## src/rtl/spike_gate.sv

```systemverilog
module spike_gate #(
  parameter int ADDR_W = 6,
  parameter int CNT_W  = 12,
  parameter int RATE_W = 4,
  parameter int STAT_W = 16
) (
  input  logic              clk,
  input  logic              rst_n,
  input  logic              in_valid,
  output logic              in_ready,
  input  logic [ADDR_W-1:0] in_addr,
  input  logic              frame_tick,
  input  logic              rate_tick,
  output logic              out_valid,
  input  logic              out_ready,
  output logic [ADDR_W-1:0] out_addr,
  input  logic              cfg_we,
  input  logic              cfg_sel,
  input  logic [CNT_W-1:0]  cfg_wdata,
  input  logic              stat_clr,
  output logic [STAT_W-1:0] stat_glob_drops,
  output logic [STAT_W-1:0] stat_rate_drops
);
  localparam int NEUR = 1 << ADDR_W;
  localparam logic [CNT_W-1:0]  GMAX = '1;
  localparam logic [RATE_W-1:0] RMAX = '1;
  localparam logic [STAT_W-1:0] SMAX = '1;

  logic [CNT_W-1:0]  thr_act, thr_shd, gcnt;
  logic [RATE_W-1:0] cap_act, cap_shd;
  logic [RATE_W-1:0] rcnt [NEUR];

  assign in_ready = !out_valid || out_ready;
  wire take = in_valid && in_ready;

  wire [CNT_W-1:0]  thr_use = frame_tick ? thr_shd : thr_act;
  wire [RATE_W-1:0] cap_use = rate_tick  ? cap_shd : cap_act;
  wire [CNT_W-1:0]  gbase   = frame_tick ? '0 : gcnt;
  wire [RATE_W-1:0] rbase   = rate_tick  ? '0 : rcnt[in_addr];
  wire [CNT_W-1:0]  gnext   = (gbase == GMAX) ? gbase : gbase + 1'b1;
  wire [RATE_W-1:0] rnext   = (rbase == RMAX) ? rbase : rbase + 1'b1;
  wire g_ok = gnext <= thr_use;
  wire r_ok = rnext <= cap_use;

  always_ff @(posedge clk) begin
    if (!rst_n) begin
      thr_act <= GMAX;
      thr_shd <= GMAX;
      cap_act <= RMAX;
      cap_shd <= RMAX;
    end else begin
      if (frame_tick) thr_act <= thr_shd;
      if (rate_tick)  cap_act <= cap_shd;
      if (cfg_we && !cfg_sel) thr_shd <= cfg_wdata;
      if (cfg_we && cfg_sel)  cap_shd <= cfg_wdata[RATE_W-1:0];
    end
  end

  always_ff @(posedge clk) begin
    if (!rst_n)          gcnt <= '0;
    else if (take)       gcnt <= gnext;
    else if (frame_tick) gcnt <= '0;
  end

  always_ff @(posedge clk) begin
    for (int i = 0; i < NEUR; i++) begin
      if (!rst_n)                                   rcnt[i] <= '0;
      else if (take && in_addr == ADDR_W'(i))       rcnt[i] <= rnext;
      else if (rate_tick)                           rcnt[i] <= '0;
    end
  end

  always_ff @(posedge clk) begin
    if (!rst_n) begin
      out_valid <= 1'b0;
      out_addr  <= '0;
    end else if (in_ready) begin
      out_valid <= take && g_ok && r_ok;
      if (take && g_ok && r_ok) out_addr <= in_addr;
    end
  end

  always_ff @(posedge clk) begin
    if (!rst_n || stat_clr) begin
      stat_glob_drops <= '0;
      stat_rate_drops <= '0;
    end else if (take) begin
      if (!g_ok && stat_glob_drops != SMAX)
        stat_glob_drops <= stat_glob_drops + 1'b1;
      if (g_ok && !r_ok && stat_rate_drops != SMAX)
        stat_rate_drops <= stat_rate_drops + 1'b1;
    end
  end
endmodule

```

## config.mk

```make
export PLATFORM = sky130hd
export DESIGN_NAME = spike_gate
export DESIGN_NICKNAME = d
export VERILOG_FILES = /design/src/rtl/spike_gate.sv
export SDC_FILE = /design/constraint.sdc
export NUM_CORES = 1
export LEC_CHECK = 0
export CAP_MARGIN = 20
export CORE_ASPECT_RATIO = 1.2
export CORE_MARGIN = 1.5
export CORE_UTILIZATION = 30
export CTS_CLUSTER_SIZE = 20
export DETAILED_ROUTE_END_ITERATION = 16
export GPL_TIMING_DRIVEN = 1
export HOLD_SLACK_MARGIN = 0.06
export PLACE_DENSITY = 0.51
export SKIP_CTS_REPAIR_TIMING = 1
export SLEW_MARGIN = 15
export SYNTH_ARGS = -nofsm -noshare
export SYNTH_HDL_FRONTEND = slang
export SYNTH_SLANG_ARGS = --single-unit
```

## constraint.sdc

```tcl
create_clock -name clk -period 5.6 [get_ports clk]
set_clock_uncertainty 0.15 [all_clocks]
set_input_delay 0.56 -clock clk [delete_from_list [all_inputs] [get_ports clk]]
set_output_delay 0.56 -clock clk [all_outputs]
set_load 0.01 [all_outputs]
```

* Word-level counts from Yosys, hierarchy flattened
Memory sizes are Yosys's and may differ from the RTL's.
Cells that the tools add are included.
** Storage, ports and cells
- Bits in registers :: 83
- Bits in writable memories :: 256
- Bits of input ports :: 27
- Output and inout bits :: 40
- Word-level logic and storage cells :: 815
- Memories :: 1
** Memories
- rcnt :: depth 64, width 4, rd ports 1, clocked after memory_dff 0, write ports 64, RTL line 31 : logic [RATE_W-1:0] rcnt [NEUR];
** Cells by class
- Add/sub/neg operators :: 4
- Order comparisons :: 2
- Equal/unequal tests :: 67
- Muxes and demuxes :: 521
- Bitwise logic cells :: 128
- Reduce and logical (&&, ||, !) cells :: 83
** Operators with widths (count)
- two-way mux 4 bit :: 131
- two-way mux 1 bit :: 386
- equality test 6 bit, second input constant :: 32
- OR 1 bit :: 128
- equality test 6 x 5 -> 1 bit, second input constant :: 16
- logical AND 1 bit :: 72
- equality test 6 x 4 -> 1 bit, second input constant :: 8
- two-way mux 12 bit :: 4
- adder 16 x 1 -> 16 bit, second input constant :: 2
- != test 16 bit, second input constant :: 2
- equality test 6 x 3 -> 1 bit, second input constant :: 4
- adder 12 x 1 -> 12 bit, second input constant :: 1
- equality test 12 bit, second input constant :: 1
- equality test 6 x 2 -> 1 bit, second input constant :: 2
- less-or-equal comparator 12 bit :: 1
- equality test 6 x 1 -> 1 bit, second input constant :: 1
- logical NOT 6 bit :: 1
- AND reduction 2 bit :: 3
- logical NOT 1 bit :: 5
- adder 4 x 1 -> 4 bit, second input constant :: 1
- equality test 4 bit, second input constant :: 1
- less-or-equal comparator 4 bit :: 1
- logical OR 1 bit :: 2

* Depth between registers and ports, before layout
- Word-level depth :: 9
- Gate-level depth with buffers :: 24
- Depth with buffers taken out :: 17

* Worst setup path after synthesis
No wires, ideal clock.
- Kind :: input to register
- From :: input port in_addr[0]
- To :: register stat_rate_drops[1]
- Library setup time :: 0.070 ns
- Arrival :: 5.187 ns
- Required time :: 5.380 ns
- Setup slack :: 0.193 ns
- Stages :: 24
- Buffers on the path :: 7
- Cells stage by stage :: buf_2 > buf_2 > buf_4 > mux4_2 > a22oi_1 > a21oi_1 > nor4_1 > nor2_1 > ha_1 > nor4b_2 > mux2i_1 > buf_4 > buf_4 > inv_2 > ha_1 > nor2b_1 > o21a_1 > o21a_1 > o21ai_0 > a21o_1 > clkbuf_1 > clkbuf_1 > o21ai_0 > a21oi_1
** Between the ends
- Longest elaborated chain between the ends :: 9
- Elaborated cells between the ends (all ways) :: 10
- Those cells by class :: add/sub: 1; order compare: 1; eq/ne: 1; mux: 2; reduce/logical: 4; memory: 1
** Ends and longest elaborated chain
- start: declaration :: RTL line 11 : input logic [ADDR_W-1:0] in_addr,
- memory read (64 x 4 bit) (*)
- two-way mux 4 bit (*) :: RTL line 39 : wire [RATE_W-1:0] rbase = rate_tick ? '0 : rcnt[in_addr];
- adder 4 x 1 -> 4 bit / equality test 4 bit (equally long branches) :: RTL line 41 : wire [RATE_W-1:0] rnext = (rbase == RMAX) ? rbase : rbase + 1'b1;
- two-way mux 4 bit (*) :: RTL line 41
- named net rnext[1] :: RTL line 41
- less-or-equal comparator 4 bit (*) :: RTL line 43 : wire r_ok = rnext <= cap_use;
- logical NOT 1 bit (*) :: RTL line 90 : if (g_ok && !r_ok && stat_rate_drops != SMAX)
- logical AND 1 bit (*) (2 in a row) :: RTL line 90
- AND reduction 2 bit (no line) (*)
- end signal: assignment :: RTL line 91 : stat_rate_drops <= stat_rate_drops + 1'b1;
- end: declaration :: RTL line 22 : output logic [STAT_W-1:0] stat_rate_drops
Mark *: on every way through the listed nets, which the timed path passes. The rest lies on a longest branch.
A chain may end at the register's enable or synchronous reset.

* Worst setup path after layout
- From :: input port in_addr[2]
- To :: register out_addr[0]
** Between the ends
- Longest elaborated chain between the ends :: 7
- Elaborated cells between the ends (all ways) :: 8
- Those cells by class :: add/sub: 1; order compare: 1; eq/ne: 1; mux: 2; reduce/logical: 2; memory: 1
** Ends and longest elaborated chain
- memory read (64 x 4 bit) (*)
- two-way mux 4 bit (*) :: RTL line 39
- adder 4 x 1 -> 4 bit / equality test 4 bit (equally long branches) :: RTL line 41
- two-way mux 4 bit (*) :: RTL line 41
- named net rnext[1] :: RTL line 41
- less-or-equal comparator 4 bit (*) :: RTL line 43
- logical AND 1 bit (*) :: RTL line 79 : if (take && g_ok && r_ok) out_addr <= in_addr;
- AND reduction 2 bit (no line) (*)
- end signal: assignment :: RTL line 79
- end: declaration :: RTL line 16 : output logic [ADDR_W-1:0] out_addr,
Marked as above.

==> PnR_summary.wiki <==
{| class="wikitable"
! Metric !! Value
|-
| Launching element type of the critical path || input pin
|-
| Total grt overflow || 0
|-
| Achievable clock frequency || roughly 200 MHz
|-
| Peak supply drop || 177.9 uV
|-
| Number of sinks on the clock net || ~340
|-
| Clock Power Share || 44.2%
|-
| Overall track demand over capacity in global routing || 16.60%
|-
| Worst EP required || roughly 5900 ps
|-
| Data arrival time of the critical path || 5260 ps
|-
| RSZ-0062 raised after global routing || no
|-
| Maximum number of pins on one net before global-route repair || 65
|-
| Warnings, synthesis || 0
|-
| Vias in the first global route || approximately 11,000
|-
| Maxcap violations || 0
|-
| Number of register bits inferred by synthesis || 339
|-
| Violation count after the first detailed-route iteration || about 1,000
|-
| Final Total Pwr || between 5 and 6 mW
|-
| Final Wtd Congestion || roughly 0.86
|-
| Placed standard-cell area || 17,560 um^2
|-
| Growth of design area from synthesis to finish || 18.47%
|-
| Wire length after detailed routing || 44.61 mm
|-
| Wire length per cell || between 20 and 25 um
|-
| Origin of the critical flop-to-flop path || gcnt[2]$_SDFF_PN0_
|-
| Average vias per placed instance || 5.122
|-
| Sequential-to-total area share from yosys stat || 58.74%
|-
| Boundary pin count || between 60 and 70
|-
| Switching power share of the total || 23.94%
|-
| Detailed placement HPWL || between 30 and 40 mm
|-
| Cell area after synthesis || about 16,000 um^2
|-
| Buffers from clock root to sink, at most || 3
|-
| Area of all placed cells without fillers || around 19,000 um^2
|-
| Power density over the cells || between 300 and 400 nW/um^2
|-
| Kind of path behind the tightest hold check || reg2reg
|-
| First-pass GRT wire length || just under 70 mm
|-
| Area of the die || 54,450 um^2
|-
| Cell count after placement || ~2,100
|-
| Int Power || ~4.5 mW
|-
| Worst Tran Pin Value || between 1000 and 1500 ps
|-
| Type of the setup path with the least slack || in2reg
|-
| Result of the run || finished, final reports clean
|-
| Reported net switching power || approximately 1.4 mW
|-
| Share of synthesized registers carrying an async set or reset || 0%
|-
| Final worst setup slack || 611.6 ps
|-
| Crit-path max FO || 10
|-
| Clock transition at the registers of the reported paths || ~60 ps
|-
| Crit share post-route || between 80% and 90%
|-
| Worst-case setup slack after placement || around 120 ps
|-
| Seq pwr share || between 40% and 50%
|-
| Antenna fix cells || 0
|-
| Hold Violations, Final || 0
|-
| Static power due to leakage || about 6.7 nW
|-
| Post-route DRC violation count || 0
|-
| Die outline height || 255.3 um
|-
| Reg2Reg Depth || 14
|-
| Setup-violating endpoint count in the final report || 0
|-
| Number of port buffers || 66
|-
| Initial antenna violation count || 0
|-
| Clock network latency to the later pin of the worst-skew pair || about 570 ps
|-
| Unique cell type count in the Yosys netlist || 52
|-
| Final TNS setup || 0 ps
|-
| Number of max-slew violations in the final report || 0
|-
| Worst setup slack for register-to-register paths || 990 ps
|-
| Antenna violation net count after detailed routing || 0
|-
| Combinational Power Share || under 10%
|-
| Synth Flop Type || sky130_fd_sc_hd__edfxtp_1
|-
| Fin crit period || ~5000 ps
|-
| Setup crit end || out_addr[0]$_SDFFE_PN0P_
|-
| Count of flip-flops with a built-in enable after synthesis || ~260
|-
| Reg-to-reg critical path endpoint || stat_glob_drops[13]$_SDFFE_PP0P_
|-
| X dimension of the die || ~210 um
|-
| Layout cell share with drive strength beyond 1 || between 10 and 15%
|-
| Count of standard-cell rows || 92
|-
| Crit path launch || in_addr[2]
|-
| Core area || ~52,000 um^2
|-
| Relative max-transition margin || between 20% and 30%
|-
| Clock tree from TritonCTS || yes
|-
| Initial cell density of the core || 30.32%
|-
| Kind of end point of the critical path || register
|-
| Num CTS Buffers || 39
|-
| Instance count of the mapped netlist || roughly 1,400
|-
| Vias || 11,230
|-
| Post-synthesis area per instance || between 10 and 15 um^2
|-
| Nets || around 1,500
|-
| Root buffer selected by CTS || sky130_fd_sc_hd__clkbuf_16
|-
| Hold path depth || 2
|-
| Synth Net Count || roughly 1,400
|-
| H-tree lvl count || 2
|-
| First-pass iteration count of the detailed router || 5
|-
| Count of non-filler cells in the finished layout || approximately 2,200
|}
[registers in the layout, indices dropped and copies added (netlist names)]
register and count:
stat_glob_drops 16, rcnt 256, thr_act 12, out_addr 6, cap_act 4, stat_rate_drops 16, cap_shd 4, gcnt 12
out_valid 1, thr_shd 12
[per-stage QoR]
step,utilization [%],hold WS [ps]
floorplan,-,284.9
global placement,33.43,314.2
detailed placement,33.45,319.0
CTS,35.92,331.2
global route,35.92,349.5
finish,35.92,324.7
[cell families (layout without fill, tap and decap cells)]
kind of cell,after synthesis,count (layout),synth area share [%]
XOR/XNOR,22,22,1.211
AO/OA/AOI/OAI,188,188,7.052
flip-flops,339,339,58.74
AND/OR/NAND/NOR,618,618,16.96
adder cells (fa/ha/maj),20,20,1.572
buffers and inverters,105,207,3.561
multiplexers,93,93,10.90
[synth_stat cells, types with 13 or more instances]
cell type	instances	area, um^2
sky130_fd_sc_hd__a21oi_1	47	235.2
sky130_fd_sc_hd__a22oi_1	32	240.2
sky130_fd_sc_hd__and3_1	13	81.33
sky130_fd_sc_hd__buf_2	15	75.07
sky130_fd_sc_hd__buf_4	17	127.6
sky130_fd_sc_hd__clkbuf_1	45	168.9
sky130_fd_sc_hd__dfxtp_1	83	1662
sky130_fd_sc_hd__edfxtp_1	256	7687
sky130_fd_sc_hd__ha_1	20	250.2
sky130_fd_sc_hd__mux2i_1	26	260.3
sky130_fd_sc_hd__mux4_2	64	1441
sky130_fd_sc_hd__nand2_1	150	563.0
sky130_fd_sc_hd__nand2b_1	14	87.58
sky130_fd_sc_hd__nand3_1	44	220.2
sky130_fd_sc_hd__nor2_1	313	1175
sky130_fd_sc_hd__o21ai_0	75	375.4
sky130_fd_sc_hd__o31ai_1	14	105.1
sky130_fd_sc_hd__or4_1	14	105.1
sky130_fd_sc_hd__xor2_1	17	148.9
[cell usage in the layout (no fill, tap or decap), types with 6 or more instances in the layout]
cell type and instances:
sky130_fd_sc_hd__dfxtp_1 83, sky130_fd_sc_hd__and3_1 13, sky130_fd_sc_hd__a21o_1 7, sky130_fd_sc_hd__inv_1 7, sky130_fd_sc_hd__nand4_1 12, sky130_fd_sc_hd__mux4_2 64, sky130_fd_sc_hd__xor2_1 16, sky130_fd_sc_hd__o21ai_0 75
sky130_fd_sc_hd__a22oi_1 32, sky130_fd_sc_hd__a21oi_1 47, sky130_fd_sc_hd__nand2b_1 14, sky130_fd_sc_hd__nand3_1 44, sky130_fd_sc_hd__clkdlybuf4s50_1 64, sky130_fd_sc_hd__nand2_1 150, sky130_fd_sc_hd__edfxtp_1 256, sky130_fd_sc_hd__or4_1 14
sky130_fd_sc_hd__clkinv_1 6, sky130_fd_sc_hd__clkinv_2 11, sky130_fd_sc_hd__nor2_1 311, sky130_fd_sc_hd__buf_12 9, sky130_fd_sc_hd__ha_1 20, sky130_fd_sc_hd__nor2b_1 12, sky130_fd_sc_hd__nor3_1 11, sky130_fd_sc_hd__buf_4 54
sky130_fd_sc_hd__or3_1 9, sky130_fd_sc_hd__clkbuf_16 40, sky130_fd_sc_hd__o31ai_1 14, sky130_fd_sc_hd__mux2i_1 23
[layout make-up]
class,instances,area [um^2]
fillers,5219,33640
flip-flops and latches,339,9349
multi-input cells,941,6066
repair buffers,127,1226
clock buffers,43,1013
well taps,705,882.1
clock inverters,28,284.0
inverters,9,33.78
[worst min-delay path by stage]
stage,startpoint,to,slack [ps]
after floorplan,cap_shd[0]$_SDFFE_PN1P_,cap_shd[0]$_SDFFE_PN1P_,280
after global placement,thr_shd[2]$_SDFFE_PN1P_,thr_shd[2]$_SDFFE_PN1P_,310
after detailed placement,thr_shd[2]$_SDFFE_PN1P_,thr_shd[2]$_SDFFE_PN1P_,320
after CTS,thr_shd[10]$_SDFFE_PN1P_,thr_shd[10]$_SDFFE_PN1P_,330
after global routing,thr_shd[10]$_SDFFE_PN1P_,thr_shd[10]$_SDFFE_PN1P_,350
final,thr_shd[10]$_SDFFE_PN1P_,thr_shd[10]$_SDFFE_PN1P_,320
[metal layers]
metal | GRT usage, % | up-vias | part of all wire [%]
met2 | 27.25 | 349 | 48
li1 | - | 5179 | -
met4 | 6.925 | 0 | 3.7
met5 | 0 | - | 0
met3 | 3.183 | 90 | 6.3
met1 | 21.31 | 5609 | 42
[worst max-delay path, cell delays in order]
cell	delay [ps]
sky130_fd_sc_hd__clkdlybuf4s50_1	580
sky130_fd_sc_hd__and2_1	410
sky130_fd_sc_hd__a22oi_1	160
sky130_fd_sc_hd__a21oi_1	210
sky130_fd_sc_hd__nor4_1	80
sky130_fd_sc_hd__buf_4	150
sky130_fd_sc_hd__nor2_1	200
sky130_fd_sc_hd__ha_1	220
sky130_fd_sc_hd__nor4b_2	600
sky130_fd_sc_hd__mux2i_4	360
sky130_fd_sc_hd__inv_2	50
sky130_fd_sc_hd__ha_1	280
sky130_fd_sc_hd__nor2b_1	130
sky130_fd_sc_hd__o21a_1	160
sky130_fd_sc_hd__o21a_1	150
sky130_fd_sc_hd__o21ai_0	250
sky130_fd_sc_hd__buf_4	180
sky130_fd_sc_hd__o211ai_1	100
sky130_fd_sc_hd__buf_4	210
sky130_fd_sc_hd__mux2i_1	170
sky130_fd_sc_hd__nor2_1	50
[power groups by stage]
stage / Clock (mW) / Sequential (mW) / Combinational, mW
floorplan: 0 / 2.86 / 0.306
global placement: 0 / 2.88 / 0.477
detailed placement: 0 / 2.88 / 0.480
CTS: 2.68 / 2.83 / 0.483
global route: 2.77 / 2.84 / 0.516
finish: 2.62 / 2.83 / 0.479
Note: power is estimated with default switching activity, not from simulation.
